--- src/rtl/gbx_pfx_pkg.sv ---
// Shared encodings for the prefixed bit-manipulation unit.
// Assumes flags are packed as {Z,N,H,C}, with C in bit 0.
package gbx_pfx_pkg;
    typedef enum logic [1:0] {
        GRP_SHIFT = 2'd0,
        GRP_TEST  = 2'd1,
        GRP_CLR   = 2'd2,
        GRP_SETB  = 2'd3
    } grp_e;

    typedef enum logic [2:0] {
        SH_RLC  = 3'd0,
        SH_RRC  = 3'd1,
        SH_RL   = 3'd2,
        SH_RR   = 3'd3,
        SH_SLA  = 3'd4,
        SH_SRA  = 3'd5,
        SH_SWAP = 3'd6,
        SH_SRL  = 3'd7
    } sh_e;

    localparam int FZ = 3;
    localparam int FN = 2;
    localparam int FH = 1;
    localparam int FC = 0;
    localparam int FLAG_W = 4;
    localparam int CYC_W = 3;
    localparam logic [2:0] MEM_IDX = 3'd6;
endpackage

--- src/rtl/gbx_pfx_shifter.sv ---
// Rotate/shift/swap datapath.
// Purely combinational. cin is the incoming carry, and cout is the bit
// shifted out (0 for a swap).
module gbx_pfx_shifter
    import gbx_pfx_pkg::*;
#(
    parameter int W = 8
) (
    input  sh_e          op,
    input  logic [W-1:0] val,
    input  logic         cin,
    output logic [W-1:0] res,
    output logic         cout
);
    localparam int HALF = W / 2;

    // Select the variant's result and the carry it produces.
    always_comb begin
        res  = val;
        cout = 1'b0;
        unique case (op)
            SH_RLC:  begin res = {val[W-2:0], val[W-1]}; cout = val[W-1]; end
            SH_RRC:  begin res = {val[0], val[W-1:1]};   cout = val[0];   end
            SH_RL:   begin res = {val[W-2:0], cin};      cout = val[W-1]; end
            SH_RR:   begin res = {cin, val[W-1:1]};      cout = val[0];   end
            SH_SLA:  begin res = {val[W-2:0], 1'b0};     cout = val[W-1]; end
            SH_SRA:  begin res = {val[W-1], val[W-1:1]}; cout = val[0];   end
            SH_SWAP: begin res = {val[HALF-1:0], val[W-1:HALF]}; cout = 1'b0; end
            SH_SRL:  begin res = {1'b0, val[W-1:1]};     cout = val[0];   end
            default: begin res = val; cout = 1'b0; end
        endcase
    end

    // The swap leaves no carry behind.
    always_comb begin
        if (op == SH_SWAP) assert_swap_nocarry_R5: assert (cout == 1'b0);
    end
endmodule

--- src/rtl/gbx_pfx_bitop.sv ---
// Single-bit test/clear/set datapath.
// Purely combinational. idx names the bit. Groups other than clear and
// set pass the value through unchanged.
module gbx_pfx_bitop
    import gbx_pfx_pkg::*;
#(
    parameter int W  = 8,
    parameter int IW = $clog2(W)
) (
    input  grp_e          grp,
    input  logic [IW-1:0] idx,
    input  logic [W-1:0]  val,
    output logic [W-1:0]  res,
    output logic          tested
);
    // One slice per bit, each deciding its own new value.
    for (genvar i = 0; i < W; i++) begin : g_bit
        logic hit;
        assign hit = (idx == IW'(i));
        always_comb begin
            unique case (grp)
                GRP_CLR:  res[i] = hit ? 1'b0 : val[i];
                GRP_SETB: res[i] = hit ? 1'b1 : val[i];
                default:  res[i] = val[i];
            endcase
        end
    end

    // Pick out the bit under test.
    assign tested = val[idx];
endmodule

--- src/rtl/gbx_pfx_unit.sv ---
// Top of the prefixed bit-manipulation unit.
// Builds the flags, write enable and cycle cost around the two datapaths
// and registers everything once. Assumes W >= 8, so the low three sel
// bits pick the rotate/shift variant.
module gbx_pfx_unit
    import gbx_pfx_pkg::*;
#(
    parameter int W  = 8,
    parameter int IW = $clog2(W)
) (
    input  logic              clk,
    input  logic              rst_n,
    input  logic              in_valid,
    input  logic [1:0]        grp,
    input  logic [IW-1:0]     sel,
    input  logic [2:0]        src_idx,
    input  logic              acc_form,
    input  logic [W-1:0]      operand,
    input  logic [FLAG_W-1:0] flags_in,
    output logic              out_valid,
    output logic [W-1:0]      result,
    output logic [FLAG_W-1:0] flags_out,
    output logic              wr_en,
    output logic              mem_operand,
    output logic [CYC_W-1:0]  cycles
);
    localparam logic [CYC_W-1:0] CYC_ACC = CYC_W'(1);
    localparam logic [CYC_W-1:0] CYC_REG = CYC_W'(2);
    localparam logic [CYC_W-1:0] CYC_MEM = CYC_W'(4);

    grp_e              grp_t;
    sh_e               sh_op;
    logic [W-1:0]      sh_res;
    logic              sh_cout;
    logic [W-1:0]      bo_res;
    logic              bo_bit;
    logic              acc_eff;
    logic              from_mem;
    logic [W-1:0]      nx_res;
    logic [FLAG_W-1:0] nx_flags;
    logic              nx_wr;
    logic [CYC_W-1:0]  nx_cyc;

    assign grp_t = grp_e'(grp);
    assign sh_op = sh_e'(sel[2:0]);

    gbx_pfx_shifter #(.W(W)) u_shift (
        .op   (sh_op),
        .val  (operand),
        .cin  (flags_in[FC]),
        .res  (sh_res),
        .cout (sh_cout)
    );

    gbx_pfx_bitop #(.W(W), .IW(IW)) u_bits (
        .grp    (grp_t),
        .idx    (sel),
        .val    (operand),
        .res    (bo_res),
        .tested (bo_bit)
    );

    // Decide whether the accumulator form applies and where the operand lives.
    always_comb begin
        acc_eff  = acc_form && (grp_t == GRP_SHIFT) && !sel[2];
        from_mem = !acc_eff && (src_idx == MEM_IDX);
        nx_cyc   = acc_eff ? CYC_ACC : (from_mem ? CYC_MEM : CYC_REG);
    end

    // Build the result, the flags and the write enable for each group.
    always_comb begin
        nx_res   = operand;
        nx_flags = flags_in;
        nx_wr    = 1'b1;
        unique case (grp_t)
            GRP_SHIFT: begin
                nx_res       = sh_res;
                nx_flags[FZ] = acc_eff ? 1'b0 : (sh_res == '0);
                nx_flags[FN] = 1'b0;
                nx_flags[FH] = 1'b0;
                nx_flags[FC] = sh_cout;
            end
            GRP_TEST: begin
                nx_wr        = 1'b0;
                nx_flags[FZ] = !bo_bit;
                nx_flags[FN] = 1'b0;
                nx_flags[FH] = 1'b1;
            end
            default: nx_res = bo_res;
        endcase
    end

    // Output stage with synchronous active-low reset.
    always_ff @(posedge clk) begin
        if (!rst_n) begin
            out_valid   <= 1'b0;
            result      <= '0;
            flags_out   <= '0;
            wr_en       <= 1'b0;
            mem_operand <= 1'b0;
            cycles      <= '0;
        end else begin
            out_valid <= in_valid;
            wr_en     <= in_valid && nx_wr;
            if (in_valid) begin
                result      <= nx_res;
                flags_out   <= nx_flags;
                mem_operand <= from_mem;
                cycles      <= nx_cyc;
            end
        end
    end

    assert_latency_R2: assert property (@(posedge clk) disable iff (!rst_n)
        in_valid |=> out_valid);
    assert_idle_R2: assert property (@(posedge clk) disable iff (!rst_n)
        !in_valid |=> !out_valid);
    assert_shift_clears_nh_R6: assert property (@(posedge clk) disable iff (!rst_n)
        (out_valid && $past(grp) == 2'd0) |-> (flags_out[FN] == 1'b0 && flags_out[FH] == 1'b0 && wr_en));
    assert_test_keeps_R8: assert property (@(posedge clk) disable iff (!rst_n)
        (out_valid && $past(grp) == 2'd1) |->
        (!wr_en && result == $past(operand) && flags_out[FC] == $past(flags_in[FC])));
    assert_setclr_flags_R9: assert property (@(posedge clk) disable iff (!rst_n)
        (out_valid && $past(grp[1])) |-> (flags_out == $past(flags_in) && wr_en));
    assert_mem_cost_R10: assert property (@(posedge clk) disable iff (!rst_n)
        out_valid |-> (mem_operand == (cycles == CYC_MEM)));
endmodule

--- config.mk ---
export PLATFORM = sky130hd
export DESIGN_NAME = gbx_pfx_unit
export DESIGN_NICKNAME = d
export VERILOG_FILES = /design/src/rtl/gbx_pfx_pkg.sv /design/src/rtl/gbx_pfx_shifter.sv /design/src/rtl/gbx_pfx_bitop.sv /design/src/rtl/gbx_pfx_unit.sv
export SDC_FILE = /design/constraint.sdc
export NUM_CORES = 1
export LEC_CHECK = 0
export BUFFER_PORTS_ARGS = -buffer_cell sky130_fd_sc_hd__buf_4
export CAP_MARGIN = 20
export CORE_UTILIZATION = 35
export DETAILED_ROUTE_END_ITERATION = 10
export SLEW_MARGIN = 20
export SYNTH_ARGS = -nofsm -noshare
export SYNTH_HDL_FRONTEND = slang
export SYNTH_SLANG_ARGS = --single-unit
--- constraint.sdc ---
create_clock -name clk -period 1.45 [get_ports clk]
set_clock_uncertainty 0.2 [all_clocks]
set_input_delay 0.145 -clock clk [delete_from_list [all_inputs] [get_ports clk]]
set_output_delay 0.145 -clock clk [all_outputs]
set_load 0.02 [all_outputs]
# Word-level counts from Yosys, hierarchy flattened
# Index checks and enable logic that the tools add are counted.
# op_classes
magnitude_cmp,1
n_eq_ne,11
n_mux,35
n_reduce_logical,12
# ops
cell,n
$pmux 8 s8,1
$mux 1,20
$pmux 1 s2,8
$pmux 8 s2,1
$eq 3x3->1 const B,5
$logic_not 8->1,1
$eq 3x2->1 const B,2
$mux 3,2
$pmux 3 s2,1
$eq 2x2->1 const B,2
$logic_and 1x1->1,4
$lt 3x4->1 const B,1
$reduce_or 4->1,1
$bmux 1 s3,1
$eq 3x1->1 const B,1
$logic_not 1->1,3
$logic_not 3->1,1
$pmux 1 s3,1
$reduce_or 3->1,1
$eq 2x1->1 const B,1
$logic_not 2->1,1
# totals
regBits,18
inputBits,24

# Logic depth before layout (Yosys ltp)
# depth
ltp_word,7
depth_mapped,7
depth_no_buf,5

# Hierarchy
# From an unflattened synthesis, not the netlist that was laid out.
# unflattened
cells_unflattened,151
hier_area_um2,1336.3
# by_module_without_submodules
mod,n_inst,cells_per_inst,area_each_um2,seq_area_each_um2
gbx_pfx_unit,1,96,854.6,340.3
gbx_pfx_bitop,1,22,259.0,0.0
gbx_pfx_shifter,1,33,222.7,0.0

# Least setup slack after synthesis
# Ideal clock, no wire load.
# synth_timing
path_type,input port to flip-flop
from,input port grp[1]
to,register flags_out[3]
arrival_ps,1284
t_required_ps,1181
setup_slack_ps,-103
stages,5
n_path_buf,1
path_cell_list,clkbuf_1 nor2_1 o2111ai_1 or4_1 o21ai_1
# synth_between
elab_chain_len,5
elab_cells_between_ends,6
# synth_rtl
element,line_no,text
"start, declared",gbx_pfx_unit.sv:14,"input logic [1:0] grp,"
$logic_not 2->1,"gbx_pfx_unit.sv:65, gbx_pfx_unit.sv:75",
$logic_and 1x1->1 (2 in series),gbx_pfx_unit.sv:65,acc_eff = acc_form && (grp_t == GRP_SHIFT) && !sel[2];
$mux 1,gbx_pfx_unit.sv:78,nx_flags[FZ] = acc_eff ? 1'b0 : (sh_res == '0);
$pmux 3 s2 (*),gbx_pfx_unit.sv:75,unique case (grp_t)
"end signal, assigned",gbx_pfx_unit.sv:107,flags_out <= nx_flags;
"end, declared",gbx_pfx_unit.sv:22,"output logic [FLAG_W-1:0] flags_out,"
# Mark *: on every way between the ends. The rest lies on a longest branch, timed or not.
# A chain may end at the register's enable or synchronous reset.

# Final worst setup path
# layout_timing
from,input port sel[2]
to,register result[7]
# layout_between
elab_chain_len,4
elab_cells_between_ends,13
# layout_rtl
element,line_no,text
"start, declared",gbx_pfx_unit.sv:15,"input logic [IW-1:0] sel,"
$eq 3x3->1,"gbx_pfx_shifter.sv:21, gbx_pfx_bitop.sv:19",
$mux 1 (on tied branches),"gbx_pfx_bitop.sv:23, gbx_pfx_bitop.sv:22",
$pmux 1 s2,gbx_pfx_bitop.sv:21,unique case (grp)
$pmux 8 s2 (*),gbx_pfx_unit.sv:75,
"end signal, assigned",gbx_pfx_unit.sv:106,result <= nx_res;
"end, declared",gbx_pfx_unit.sv:21,"output logic [W-1:0] result,"
# Marks and branches as above.

==> results.md <==
- CP Launch Type: input port
- CP max FO: 14
- Number of buffers created by CTS: 3
- Clock sink total: 17
- Final WS setup: 0.06088 ns
- Number of synthesized flops with an enable pin: 0
- Worst Hold Class: in -> reg
- First-pass iteration count of the detailed router: 4
- Post-DP HPWL: 3.109 mm
- CTS tree: yes
- Critical Path AT: 1.37 ns
- Initial Util: 37.14%
- Grt total ovfl: 0
- Die width: 61.97 microns
- Max Slew Vio Count: 0
- FILL cells: 345
- Final hold vios: 0
- CORE AREA: 0.003390 sq mm
- Synthesized cell area: 0.001259 sq mm
- Final antenna diode count: 0
- DRT iter0 DRCs: 63
- Vias in the first global route: 1274
- Final min period: 1.389 ns
- Worst VDD drop: 0.4138 mV
- Post-layout util: 55.48%
- Netlist cell types: 35
- Synth Flop Type: dfxtp_1
- Critical Path Sink Type: flop
- Final Setup Violations: 0
- First-pass GRT wire length: 6.127 mm
- DR DRC count: 0
- Mapped Nets: 192
- Critical path endpoint: result[7]
- Top cells by area, synth: dfxtp_1, mux2i_1, nand2_1, mux2_1, o21ai_0
- Worst-margin pin slew: 0.4915 ns
- Clock transition at path regs: 0.11 ns
- Mapped Cells: 168
- Area post-placement: 0.001814 sq mm
- Pre-CTS WS: -0.2329 ns
- Hold Slack: 0.01360 ns
- Die area: 0.003840 sq mm
- Die H: 61.97 microns
- Post-Layout Inst Area: 0.001881 sq mm
- Avg WL per Cell: 14.23 microns
- Ys async rst share: 0%
- Synth top cells by count: nand2_1, dfxtp_1, o21ai_0, mux2i_1, clkbuf_1
- Syn Area/Cell: 7.492 sq um
- Yosys warns: 0
- P_leak: 0.8593 nW
- Largest net degree at the start of global routing: 19
- Vias per std cell: 5.223
- Post-synth top area share: 27.04%
- R2R Setup Slk: 0.11 ns
- Status: finished, final reports clean
- Initial antenna violation count: 0
- Slew HR: 67.15%
- RSZ-0062 raised after global routing: no
- Gpl congestion: 0.8749
- Worst r2r src: flags_out[3]
- CTS Root Cell: clkbuf_4
- Total power: 1.238 mW
- Share of cells above drive strength 1: 33.19%
- I/O pins: 42
- Row count: 21
- CTS HTree Levels: 1
- Antenna-violating nets left: 0
- Register area share after synthesis: 27.04%
- Synth Register Bits: 17
- Crit Reg-Reg Endpoint: flags_out[3]
- Maximum buffer depth of the clock tree: 2
- GR Util All Layers: 21.81%
- Cell taking the most area after synthesis: dfxtp_1
- Routed WL: 3.955 mm
- Port buffer count: 41
- DR vias: 1452
- Highest Clock Rate: 719.9 MHz
- Reg2Reg Depth: 3
- CP required: 1.43 ns
- CP startpoint: sel[2]
- Final Cycle Share: 95.80%
- Kind of critical path: in -> reg
- Area growth syn-to-layout: 49.40%
- Final Net Count: 257
- Clk_lat worst skew: 0.28 ns
- Maxcap violations: 0
- Cell area power density: 658.3 mW/mm^2
- Top-count cell post-synth: nand2_1
-- registers in the layout (all words and copies together) (netlist names) --
| signal | count |
|---|---|
| cycles | 2 |
| mem_operand | 1 |
| flags_out | 4 |
| out_valid | 1 |
| wr_en | 1 |
| result | 8 |
-- power breakdown --
part,switching (mW),internal [mW]
combinational,0.233,0.233
clock,0.150,0.107
sequential,0.0166,0.499
total,0.399,0.839
-- cells in the final DEF, fill, tap and decap left out, types with 2 or more instances in the layout --
master         count
a21boi_0           2
mux2i_1           12
o221ai_1           2
nand3b_1           4
nand2_1           29
buf_4             70
nand2b_1           6
a41oi_1            2
mux2_1             9
o21ai_0           13
o21ai_1            5
nor3_1             3
nand3_1            6
a221oi_1           4
nor2_1             9
buf_12             2
clkbuf_4           3
dfxtp_1           17
dlygate4sd3_1      4
a21oi_1            7
nor2b_1            6
-- layout make-up --
cell class	count	area (sq um)	area share [%]
timing repair buffer	76	605.6	32.20
tap	46	57.56	3.061
multi-input combinational	135	850.8	45.24
clock buffer	4	26.28	1.397
sequential	17	340.3	18.10
-- what timing repair did --
action                     in CTS  in global routing
hold endpoints to repair        4                  0
setup buffers                   0                  0
gates resized for setup         0                  0
setup endpoints to repair       0                  0
hold buffers                    4                  0
-- stage by stage --
step	std cells	setup TNS [ns]
6_report	278	0
5_1_grt	278	0
4_1_cts	278	0
3_5_place_dp	270	-1.126
3_3_place_gp	270	-1.153
2_1_floorplan	168	-0.0009649
-- cells by family (layout without fill, tap and decap cells) --
group / count (synthesis) / after routing / synth area share [%]
compound gates: 42 / 42 / 21.37
buf+inv: 16 / 80 / 5.665
flops: 17 / 17 / 27.04
mux: 21 / 21 / 17.60
simple gates: 72 / 72 / 28.33
-- per-layer routing --
metal | global-route usage, % | wire length, microns | up-vias
li1 | - | - | 731
met1 | 28.89 | 1829 | 689
met2 | 37.69 | 2001 | 32
met3 | 5.176 | 124 | 0
met4 | 0.9524 | 0 | 0
met5 | 0 | 0 | -
-- worst min-delay path by stage --
stage | start | depth (start not counted) | slack [ns] | endpoint
6_report | in_valid | 4 | 0.01 | result[2]
5_1_grt | src_idx[0] | 4 | 0.03 | cycles[1]
4_1_cts | in_valid | 4 | 0.009 | result[2]
3_5_place_dp | flags_in[1] | 3 | 0.25 | flags_out[1]
3_3_place_gp | flags_in[1] | 3 | 0.24 | flags_out[1]
2_1_floorplan | rst_n | 1 | 0.09 | out_valid
-- worst max-delay path, cell delays in order --
cell and delay (ns):
buf_4 0.16, nand2_4 0.14, nor2_1 0.09, a2111oi_1 0.53, nor3_1 0.09, o221a_1 0.22
Note: power is estimated with default switching activity, not from simulation.
